## config.mk

```make
export PLATFORM = sky130hd
export DESIGN_NAME = irq_backoff_ctrl
export DESIGN_NICKNAME = d
export VERILOG_FILES = /design/src/rtl/irqb_pkg.sv /design/src/rtl/irqb_tick_gen.sv /design/src/rtl/irqb_interval_timer.sv /design/src/rtl/irqb_scaler.sv /design/src/rtl/irq_backoff_ctrl.sv
export SDC_FILE = /design/constraint.sdc
export NUM_CORES = 1
export LEC_CHECK = 0
export BUFFER_PORTS_ARGS = -buffer_cell sky130_fd_sc_hd__buf_2
export CAP_MARGIN = 20
export CORE_MARGIN = 2
export CORE_UTILIZATION = 35
export CTS_BUF_LIST = sky130_fd_sc_hd__clkbuf_4
export DETAILED_ROUTE_END_ITERATION = 16
export MAX_ROUTING_LAYER = met4
export PLACE_DENSITY = 0.51
export REMOVE_ABC_BUFFERS = 1
export SLEW_MARGIN = 5
export SYNTH_ARGS = -nofsm -noshare
export SYNTH_HDL_FRONTEND = slang
export SYNTH_SLANG_ARGS = --single-unit
```

## constraint.sdc

```tcl
create_clock -name clk -period 9.9 [get_ports clk]
set_input_delay 0.495 -clock clk [delete_from_list [all_inputs] [get_ports clk]]
set_output_delay 0.495 -clock clk [all_outputs]
set_load 0.005 [all_outputs]
```

## src/rtl/irqb_pkg.sv

```systemverilog
package irqb_pkg;

    // Interrupt pacing mode
    typedef enum logic {
        MODE_DIRECT = 1'b0,   // one interrupt per command
        MODE_PACED  = 1'b1    // interval-paced interrupts
    } irq_mode_e;

    // Decoded effect of a host load report on the period state
    typedef enum logic [1:0] {
        EV_NONE,
        EV_ENTER,
        EV_GROW,
        EV_SHRINK
    } load_ev_e;

    // Fixed-point unit value for factors with FRAC fraction bits
    function automatic int unsigned fx_one(input int unsigned frac);
        return 32'd1 << frac;
    endfunction

endpackage

```

## src/rtl/irqb_tick_gen.sv

```systemverilog
module irqb_tick_gen #(
    parameter int PRESCALE = 4
) (
    input  logic clk,
    input  logic rst,
    output logic tick
);
    generate
        if (PRESCALE <= 1) begin : g_every
            logic unused_ok;
            assign unused_ok = clk ^ rst;
            assign tick = 1'b1;
        end else begin : g_div
            localparam int CW = $clog2(PRESCALE);
            localparam logic [CW-1:0] LAST = CW'(PRESCALE - 1);
            logic [CW-1:0] cnt_q;

            assign tick = (cnt_q == LAST);

            always_ff @(posedge clk) begin
                if (rst)       cnt_q <= '0;
                else if (tick) cnt_q <= '0;
                else           cnt_q <= cnt_q + 1'b1;
            end
        end
    endgenerate
endmodule

```

## src/rtl/irqb_interval_timer.sv

```systemverilog
module irqb_interval_timer #(
    parameter int PERIOD_W = 16
) (
    input  logic                clk,
    input  logic                rst,
    input  logic                tick,
    input  logic                restart,
    output logic [PERIOD_W-1:0] elapsed
);
    localparam logic [PERIOD_W-1:0] TOP = '1;

    always_ff @(posedge clk) begin
        if (rst)
            elapsed <= '0;
        else if (restart)
            elapsed <= '0;
        else if (tick && elapsed != TOP)
            elapsed <= elapsed + 1'b1;
    end
endmodule

```

## src/rtl/irqb_scaler.sv

```systemverilog
module irqb_scaler #(
    parameter int PERIOD_W = 16,
    parameter int FACTOR_W = 12,
    parameter int FRAC_W   = 8
) (
    input  logic [PERIOD_W-1:0] value,
    input  logic [FACTOR_W-1:0] factor,
    output logic [PERIOD_W-1:0] scaled
);
    localparam int PROD_W  = PERIOD_W + FACTOR_W;
    localparam int QUOT_W  = PROD_W - FRAC_W;

    logic [PROD_W-1:0] prod;
    logic [QUOT_W-1:0] quot;

    assign prod = PROD_W'(value) * PROD_W'(factor);
    // dropping the fraction bits rounds toward zero
    assign quot = prod[PROD_W-1:FRAC_W];

    generate
        if (QUOT_W > PERIOD_W) begin : g_sat
            logic ovf;
            assign ovf    = |quot[QUOT_W-1:PERIOD_W];
            assign scaled = ovf ? {PERIOD_W{1'b1}} : quot[PERIOD_W-1:0];
        end else begin : g_fit
            assign scaled = PERIOD_W'(quot);
        end
    endgenerate
endmodule

```

## src/rtl/irq_backoff_ctrl.sv

```systemverilog
module irq_backoff_ctrl
    import irqb_pkg::*;
#(
    parameter int PERIOD_W = 16,
    parameter int FACTOR_W = 12,
    parameter int FRAC_W   = 8,
    parameter int PRESCALE = 4
) (
    input  logic                clk,
    input  logic                rst,
    input  logic                cmd_new,
    input  logic                load_valid,
    input  logic                load_over,
    input  logic                cfg_wr,
    input  logic                cfg_dis,
    input  logic [PERIOD_W-1:0] cfg_min,
    input  logic [PERIOD_W-1:0] cfg_max,
    input  logic [FACTOR_W-1:0] cfg_backoff,
    input  logic [FACTOR_W-1:0] cfg_restore,
    output logic                irq,
    output logic [PERIOD_W-1:0] cur_period
);
    // configuration state
    logic                en_q;
    logic [PERIOD_W-1:0] min_q, max_q;
    logic [FACTOR_W-1:0] bf_q, rf_q;

    // pacing state
    irq_mode_e           mode_q;
    logic [PERIOD_W-1:0] period_q;
    logic                pend_q;
    logic                irq_q;

    logic                tick;
    logic [PERIOD_W-1:0] elapsed;
    logic [PERIOD_W-1:0] grown_raw, grown, shrunk;
    logic                paced, pend_any, due, fire, enter;
    load_ev_e            ev;

    irqb_tick_gen #(.PRESCALE(PRESCALE)) u_tick (
        .clk  (clk),
        .rst  (rst),
        .tick (tick)
    );

    irqb_interval_timer #(.PERIOD_W(PERIOD_W)) u_timer (
        .clk     (clk),
        .rst     (rst),
        .tick    (tick),
        .restart (fire | enter),
        .elapsed (elapsed)
    );

    irqb_scaler #(.PERIOD_W(PERIOD_W), .FACTOR_W(FACTOR_W), .FRAC_W(FRAC_W)) u_grow (
        .value  (period_q),
        .factor (bf_q),
        .scaled (grown_raw)
    );

    irqb_scaler #(.PERIOD_W(PERIOD_W), .FACTOR_W(FACTOR_W), .FRAC_W(FRAC_W)) u_shrink (
        .value  (period_q),
        .factor (rf_q),
        .scaled (shrunk)
    );

    assign grown = (grown_raw > max_q) ? max_q : grown_raw;

    // interrupt decision from the state before the edge
    assign paced    = (mode_q == MODE_PACED);
    assign pend_any = pend_q | cmd_new;
    assign due      = (elapsed >= period_q);
    assign fire     = pend_any && (!paced || due);

    // load report decode; configuration pulses take precedence
    always_comb begin
        ev = EV_NONE;
        if (en_q && load_valid && !cfg_wr && !cfg_dis) begin
            if (load_over)
                ev = paced ? EV_GROW : EV_ENTER;
            else if (paced)
                ev = EV_SHRINK;
        end
    end

    assign enter = (ev == EV_ENTER);

    always_ff @(posedge clk) begin
        if (rst) begin
            en_q     <= 1'b0;
            min_q    <= '0;
            max_q    <= '0;
            bf_q     <= '0;
            rf_q     <= '0;
            mode_q   <= MODE_DIRECT;
            period_q <= '0;
            pend_q   <= 1'b0;
            irq_q    <= 1'b0;
        end else begin
            irq_q  <= fire;
            pend_q <= pend_any & ~fire;
            if (cfg_dis) begin
                en_q     <= 1'b0;
                mode_q   <= MODE_DIRECT;
                period_q <= '0;
            end else if (cfg_wr) begin
                en_q     <= 1'b1;
                min_q    <= cfg_min;
                max_q    <= cfg_max;
                bf_q     <= cfg_backoff;
                rf_q     <= cfg_restore;
                mode_q   <= MODE_DIRECT;
                period_q <= '0;
            end else begin
                case (ev)
                    EV_ENTER: begin
                        mode_q   <= MODE_PACED;
                        period_q <= min_q;
                    end
                    EV_GROW: period_q <= grown;
                    EV_SHRINK: begin
                        if (shrunk < min_q) begin
                            mode_q   <= MODE_DIRECT;
                            period_q <= '0;
                        end else begin
                            period_q <= shrunk;
                        end
                    end
                    default: ;
                endcase
            end
        end
    end

    assign irq        = irq_q;
    assign cur_period = period_q;
endmodule

```

# After elaboration in Yosys (flattened, before gate mapping)
# Cells that the tools add are included.
dict set report word_totals {
  out_inout_bits 17
  wordCells 59
  reg_bits 94
}
dict set report classes {
  bitwise 5
  eq_ne 6
  n_reduce_logical 19
  addsub 2
  n_mul 2
  n_mux 11
  order_cmp 3
}
# op n
set op_table {}
lappend op_table {{$mux 16} 4}
lappend op_table {{$mul 16x12->28} 2}
lappend op_table {{$pmux 16 s3} 1}
lappend op_table {{$add 16x1->16 const B} 1}
lappend op_table {{$ge 16x16->1} 1}
lappend op_table {{$gt 16x16->1} 1}
lappend op_table {{$lt 16x16->1} 1}
lappend op_table {{$ne 16x16->1 const B} 1}
lappend op_table {{$mux 2} 4}
lappend op_table {{$reduce_or 4->1} 2}
lappend op_table {{$eq 2x2->1 const B} 3}
lappend op_table {{$reduce_or 2->1} 3}
lappend op_table {{$logic_and 1x1->1} 5}
lappend op_table {{$reduce_and 2->1} 2}
lappend op_table {{$logic_not 1->1} 3}
lappend op_table {{$reduce_bool 3->1} 1}
lappend op_table {{$reduce_or 3->1} 1}
lappend op_table {{$add 2x1->2 const B} 1}
lappend op_table {{$eq 2x1->1 const B} 1}
lappend op_table {{$ne 2x2->1 const B} 1}
lappend op_table {{$not 1->1} 2}
lappend op_table {{$or 1x1->1} 2}
lappend op_table {{$pmux 1 s2} 1}
lappend op_table {{$reduce_bool 2->1} 1}
lappend op_table {{other kinds (3)} 3}

# Longest topological paths before layout
dict set report logic_depth {
  word_depth 7
  ltp_mapped 34
  ltp_nobuf 31
}

# Modules after synthesis
# A second synthesis with hierarchy kept.
dict set report hier_totals {
  cells_unflattened 2256
  hier_area_um2 18342.6
}
# mod area_per_inst_um2 n_inst seq_area_each_um2 cells_each
set by_module_without_submodules {}
lappend by_module_without_submodules {{irqb_scaler at u_shrink} 6436.2 1 0.0 789}
lappend by_module_without_submodules {{irqb_scaler at u_grow} 6432.4 1 0.0 775}
lappend by_module_without_submodules {irq_backoff_ctrl 4481.8 1 1521.5 585}
lappend by_module_without_submodules {irqb_interval_timer 917.1 1 320.3 102}
lappend by_module_without_submodules {irqb_tick_gen 75.1 1 40.0 5}

# Worst setup path after synthesis
# OpenSTA, ideal clock, no wires.
dict set report synth_timing {
  kind {register to register}
  from {reg bf_q[3]}
  to {reg period_q[10], in the netlist cur_period[10]}
  path_stages_with_launch 34
  setup_ps 129
  n_path_buf 5
  t_arrival_ps 7685
  t_required_ps 9771
  setup_slack_ps 2087
  period_less_slack_ps 7813
  cell_sequence {dfxtp_1 -> clkbuf_1 -> clkbuf_1 -> nand2_1 -> fa_1 -> fa_1 -> fa_1 -> inv_1 -> fa_1 -> inv_1 -> fa_1 -> inv_1 -> ha_1 -> nand3_1 -> o311ai_0 -> a211oi_1 -> a21oi_1 -> or3_1 -> a31oi_1 -> and2_1 -> clkbuf_1 -> buf_2 -> nand2_1 -> ha_1 -> nand4_1 -> nor2_1 -> nand3_1 -> o311ai_0 -> a31oi_1 -> nor2_1 -> nand3_1 -> clkbuf_1 -> nor3b_1 -> o22ai_1}
}
dict set report synth_via {
  elab_chain_len 6
}
# element line
set synth_rtl {}
lappend synth_rtl {{start: declaration} irq_backoff_ctrl.sv:26} ;# logic [FACTOR_W-1:0] bf_q, rf_q;
lappend synth_rtl {{start signal: assignment} irq_backoff_ctrl.sv:109} ;# bf_q <= cfg_backoff;
lappend synth_rtl {{$mul 16x12->28 (*)} irqb_scaler.sv:16} ;# assign prod = PROD_W'(value) * PROD_W'(factor);
lappend synth_rtl {{$reduce_or 4->1} irqb_scaler.sv:23} ;# assign ovf = |quot[QUOT_W-1:PERIOD_W];
lappend synth_rtl {{$mux 16 (*)} irqb_scaler.sv:24} ;# assign scaled = ovf ? {PERIOD_W{1'b1}} : quot[PERIOD_W-1:0];
lappend synth_rtl {{$gt 16x16->1} irq_backoff_ctrl.sv:66} ;# assign grown = (grown_raw > max_q) ? max_q : grown_raw;
lappend synth_rtl {{$mux 16 (*)} irq_backoff_ctrl.sv:66}
lappend synth_rtl {{$pmux 16 s3 (*)} irq_backoff_ctrl.sv:114} ;# case (ev)
lappend synth_rtl {{end signal: assignment} irq_backoff_ctrl.sv:117} ;# period_q <= min_q;
lappend synth_rtl {{end signal: assignment} irq_backoff_ctrl.sv:119} ;# EV_GROW: period_q <= grown;
lappend synth_rtl {{end signal: assignment} irq_backoff_ctrl.sv:125} ;# period_q <= shrunk;
lappend synth_rtl {{end: declaration} irq_backoff_ctrl.sv:30} ;# logic [PERIOD_W-1:0] period_q;
# Every way passes the cells marked *; elsewhere a longest branch is shown, timed or not.
# A chain may end at the register's enable or synchronous reset.

# Worst setup path in the final report
dict set report layout_timing {
  from {reg period_q[6], in the netlist cur_period[6]}
  to {reg period_q[10], in the netlist cur_period[10]}
}
dict set report layout_via {
  elab_chain_len 6
  elab_cells_between_ends 11
}
# element line
set layout_rtl {}
lappend layout_rtl {{$mul 16x12->28} irqb_scaler.sv:16}
lappend layout_rtl {{$reduce_or 4->1} irqb_scaler.sv:23}
lappend layout_rtl {{$mux 16} irqb_scaler.sv:24}
lappend layout_rtl {{$lt 16x16->1 or $gt 16x16->1 (tied branches)} {irq_backoff_ctrl.sv:121, irq_backoff_ctrl.sv:66}}
lappend layout_rtl {{$mux 16 (on tied branches)} {irq_backoff_ctrl.sv:121, irq_backoff_ctrl.sv:66}}
lappend layout_rtl {{$pmux 16 s3 (*)} irq_backoff_ctrl.sv:114}
# Marks and branches as above.

==> key figures <==
Critical path
  • CP peak stage delay: 0.96 ns
  • Type of the setup path with the least slack: flip-flop to flip-flop
  • Worst setup SP type: flip-flop
  • Maximum net fanout on the critical path: 16
  • Required time reported for the critical path endpoint: 10.42 ns
  • Worst-path cell with the longest stage delay: sky130_fd_sc_hd__dfxtp_1
  • Sort of element at the end of the critical path: flip-flop
  • Cell mode on critical path: sky130_fd_sc_hd__fa_1
  • Data arrival time of the critical path: 9.37 ns

Clock tree
  • Number of H-tree levels: 3
  • Post-cts gate resize count: 0
  • TritonCTS Buffers: 9
  • Hold buffer count at CTS: 0
  • Buffer cell driving the clock tree root: sky130_fd_sc_hd__clkbuf_4
  • Later-pin clock latency in the skew report: 0.64 ns
  • Clk slew on worst S/H paths: 0.23 ns
  • Clock Sink Count: 94
  • Maximum number of buffers from clock root to sink: 2
  • CTS tree: done
  • Number of setup buffers added after CTS: 0

Final layout
  • Number of nets in the final layout: 2734
  • Commonest non-fill, non-tap cell in the layout: sky130_fd_sc_hd__nand2_1
  • Number of standard cells in the layout, taps in and fillers out: 2904
  • Area added between synthesis and finish: 7.32%
  • Share of cells above drive strength 1: 6.92%
  • Final core utilization: 37.9%
  • Most frequent cells in the layout: sky130_fd_sc_hd__nand2_1 (435), sky130_fd_sc_hd__inv_1 (407), sky130_fd_sc_hd__fa_1 (278)
  • Fill cell count: 5230

STA
  • Worst Clk Skew: 0.0547 ns
  • Setup slack after layout: 1.04 ns
  • Worst-margin pin slew: 1.05 ns
  • Highest clock rate: 113 MHz
  • Ratio of final minimum period to clock period: 89.5%
  • Setup repair after global routing missed its margin: false
  • Slew Limit Fails: 0
  • Setup violation total in the final timing report: 0
  • Final Hold Fails: 0
  • Final-layout setup total negative slack: 0 ns
  • Time the final worst path needs with I/O delays and setup: 8.86 ns
  • Worst-case headroom to the max-slew limit: 29.2%

Synthesis
  • Most frequently used flop master after synthesis: sky130_fd_sc_hd__dfxtp_1
  • Cells after Synth: 2203
  • Part of the Yosys area used for sequential elements: 10.7%
  • Mean Syn Cell Area: 8.00 um^2
  • Distinct cells, synth: 68
  • Post-synthesis instance area: 17600 um^2
  • Flip-flop and latch count after synthesis: 94
  • Async set or reset register ratio after synthesis: 0%
  • Number of enable flip-flop cells after synthesis: 0
  • Warning count from the yosys run: 0

Global route
  • Overflow left after global routing: 0
  • Met2 Resource Use GR: 33.8%
  • Met3 Resource Use GR: 2.12%
  • Total global-route track usage: 21.7%
  • Maximum number of pins on one net before global-route repair: 65
  • Via count of the first global-routing pass: 15200
  • Met1 usage: 30.5%
  • Wire length of the first global-routing pass: 86.0 mm
  • Number of antenna violations at the first check in global routing: 2
  • GRT Max-Usage Layer: met2

Placement
  • Routability congestion estimate from global placement: 0.908
  • Detailed-placement wirelength estimate: 42.3 mm
  • Number of port buffers: 79
  • Total instance count after detailed placement: 2881
  • DP Worst Slack: 1.17 ns

Power
  • Sequential Power Share: 55.4%
  • Net switching power figure: 281 uW
  • Total chip power: 765 uW
  • Internal power: 484 uW
  • Power density relative to cell area: 40.4 nW/um^2
  • Clock share of power: 33.2%
  • Leakage power: 9.26 nW
  • Worst VDD drop: 0.0761 mV
  • Switching fraction of total power: 36.8%
  • Combinational share of power: 11.4%

Routing
  • Total number of vias: 14700
  • Violation count after the first detailed-route iteration: 938
  • 1st-pass router iterations: 7
  • Via-to-Cell Ratio: 5.05
  • Total DRC errors in the routed layout: 0
  • Detailed-route wire length per cell: 18.4 um
  • Detail Route Antenna Nets: 0
  • Final routed wirelength across all metal layers: 53.3 mm

Min path
  • Path category of the worst min-delay check: primary input to flip-flop

Status
  • Status: finished, final reports clean

Floorplanning
  • Floorplan row count: 82
  • Vert. Die Dim: 228 um
  • Initial cell density of the core: 35.3%
  • Chip Width: 228 um
  • Std-Cell Core Area: 50000 um^2
  • Floorplan die area: 52200 um^2
  • IO Pins: 80

Run
  • Count of max-cap constraint violations: 0
[worst paths after layout]
| path | from | slack (ns) | depth (start not counted) | endpoint |
|---|---|---|---|---|
| setup / recovery | cur_period[6] | 1.04 | 29 | cur_period[10] |
| hold / removal | cfg_max[3] | 0.06 | 3 | max_q[3] |
| setup reg to reg | cur_period[6] | 1.04 | 29 | cur_period[10] |
| hold reg to reg | u_tick.g_div.cnt_q[0] | 0.45 | 1 | u_tick.g_div.cnt_q[0] |
[layer usage]
metal / part of all wire [%] / wire (um)
met5: 0 / 0
met4: 1.8 / 936
met3: 4.5 / 2410
met2: 45 / 24200
met1: 48 / 25800
[critical path, delay by kind of cell (launching register included)]
family                   cells  cell delay [ns]
adder cells (fa/ha/maj)      7             3.19
buffers and inverters        4             0.42
AND/OR/NAND/NOR             11             2.42
flip-flops                   1             0.96
AO/OA/AOI/OAI                7             1.75
[state kept, by name, summed over array words and instances, names as in the netlist]
register	cells
bf_q	12
u_timer.elapsed	16
mode_q	1
max_q	16
en_q	1
rf_q	12
min_q	16
pend_q	1
irq	1
cur_period	16
u_tick.g_div.cnt_q	2
[power by group through the flow]
stage                     sequential [mW]  clock [mW]  combinational [mW]
after floorplan                     0.414           0              0.0447
after global placement              0.430           0              0.0865
after detailed placement            0.431           0              0.0871
after CTS                           0.423       0.262              0.0875
after global routing                0.426       0.273              0.0977
final                               0.424       0.254              0.0874
[through the flow]
| step | instance area [um^2] | hold WS (ns) |
|---|---|---|
| after global routing | 18900 | 0.0418 |
| final | 18900 | 0.0595 |
| after CTS | 18900 | 0.0279 |
| after floorplan | 17200 | 0.405 |
| after global placement | 18700 | 0.415 |
| after detailed placement | 18700 | 0.430 |
[synth_stat cells, types with 3 or more instances]
library cell	number	area (um^2)
sky130_fd_sc_hd__inv_1	407	1530
sky130_fd_sc_hd__or4_1	3	22.5
sky130_fd_sc_hd__or2_2	6	37.5
sky130_fd_sc_hd__o311ai_0	6	52.6
sky130_fd_sc_hd__nor2b_1	7	43.8
sky130_fd_sc_hd__a21boi_0	14	105
sky130_fd_sc_hd__and2_1	146	913
sky130_fd_sc_hd__nor4_1	3	18.8
sky130_fd_sc_hd__a221oi_1	3	26.3
sky130_fd_sc_hd__a211oi_1	9	67.6
sky130_fd_sc_hd__o211ai_1	6	45.0
sky130_fd_sc_hd__buf_1	7	26.3
sky130_fd_sc_hd__buf_2	5	25.0
sky130_fd_sc_hd__nor2_1	54	203
sky130_fd_sc_hd__o21bai_1	3	22.5
sky130_fd_sc_hd__nor3b_1	20	150
sky130_fd_sc_hd__o21a_1	8	60.1
sky130_fd_sc_hd__nand2_1	435	1630
sky130_fd_sc_hd__and3_1	7	43.8
sky130_fd_sc_hd__ha_1	173	2160
sky130_fd_sc_hd__xor2_1	21	184
sky130_fd_sc_hd__clkbuf_1	100	375
sky130_fd_sc_hd__a21o_1	24	180
sky130_fd_sc_hd__fa_1	278	5570
sky130_fd_sc_hd__or3_1	9	56.3
sky130_fd_sc_hd__xnor2_1	29	254
sky130_fd_sc_hd__a31oi_1	6	37.5
sky130_fd_sc_hd__nand3_1	32	160
sky130_fd_sc_hd__o22ai_1	14	87.6
sky130_fd_sc_hd__nor3_1	16	80.1
sky130_fd_sc_hd__nand2b_1	6	37.5
sky130_fd_sc_hd__nand4_1	18	113
sky130_fd_sc_hd__o21ai_0	58	290
sky130_fd_sc_hd__a21oi_1	113	566
sky130_fd_sc_hd__dfxtp_1	94	1880
sky130_fd_sc_hd__o31ai_1	22	165
[area by class of cell]
cell class	count	area [um^2]	area share [%]
sequential	94	1880	9.94
timing repair buffer	121	711	3.76
antenna	7	17.5	0.0926
clock inverter	7	91.3	0.483
inverter	407	1530	8.07
tap	672	841	4.44
multi-input combinational	1587	13800	72.9
clock buffer	9	67.6	0.357
[cell families (layout without fill, tap and decap cells)]
| kind of cell | after synthesis | in the layout | share of synthesized area (%) |
|---|---|---|---|
| mux | 3 | 3 | 0.177 |
| other cells | 0 | 7 | 0 |
| fa+ha+maj | 451 | 451 | 43.8 |
| simple gates | 770 | 770 | 20.4 |
| buf+inv | 522 | 544 | 11.2 |
| flops | 94 | 94 | 10.7 |
| xor+xnor | 51 | 51 | 2.61 |
| compound gates | 312 | 312 | 11.1 |
No activity file was read; power rests on OpenSTA's default activity.
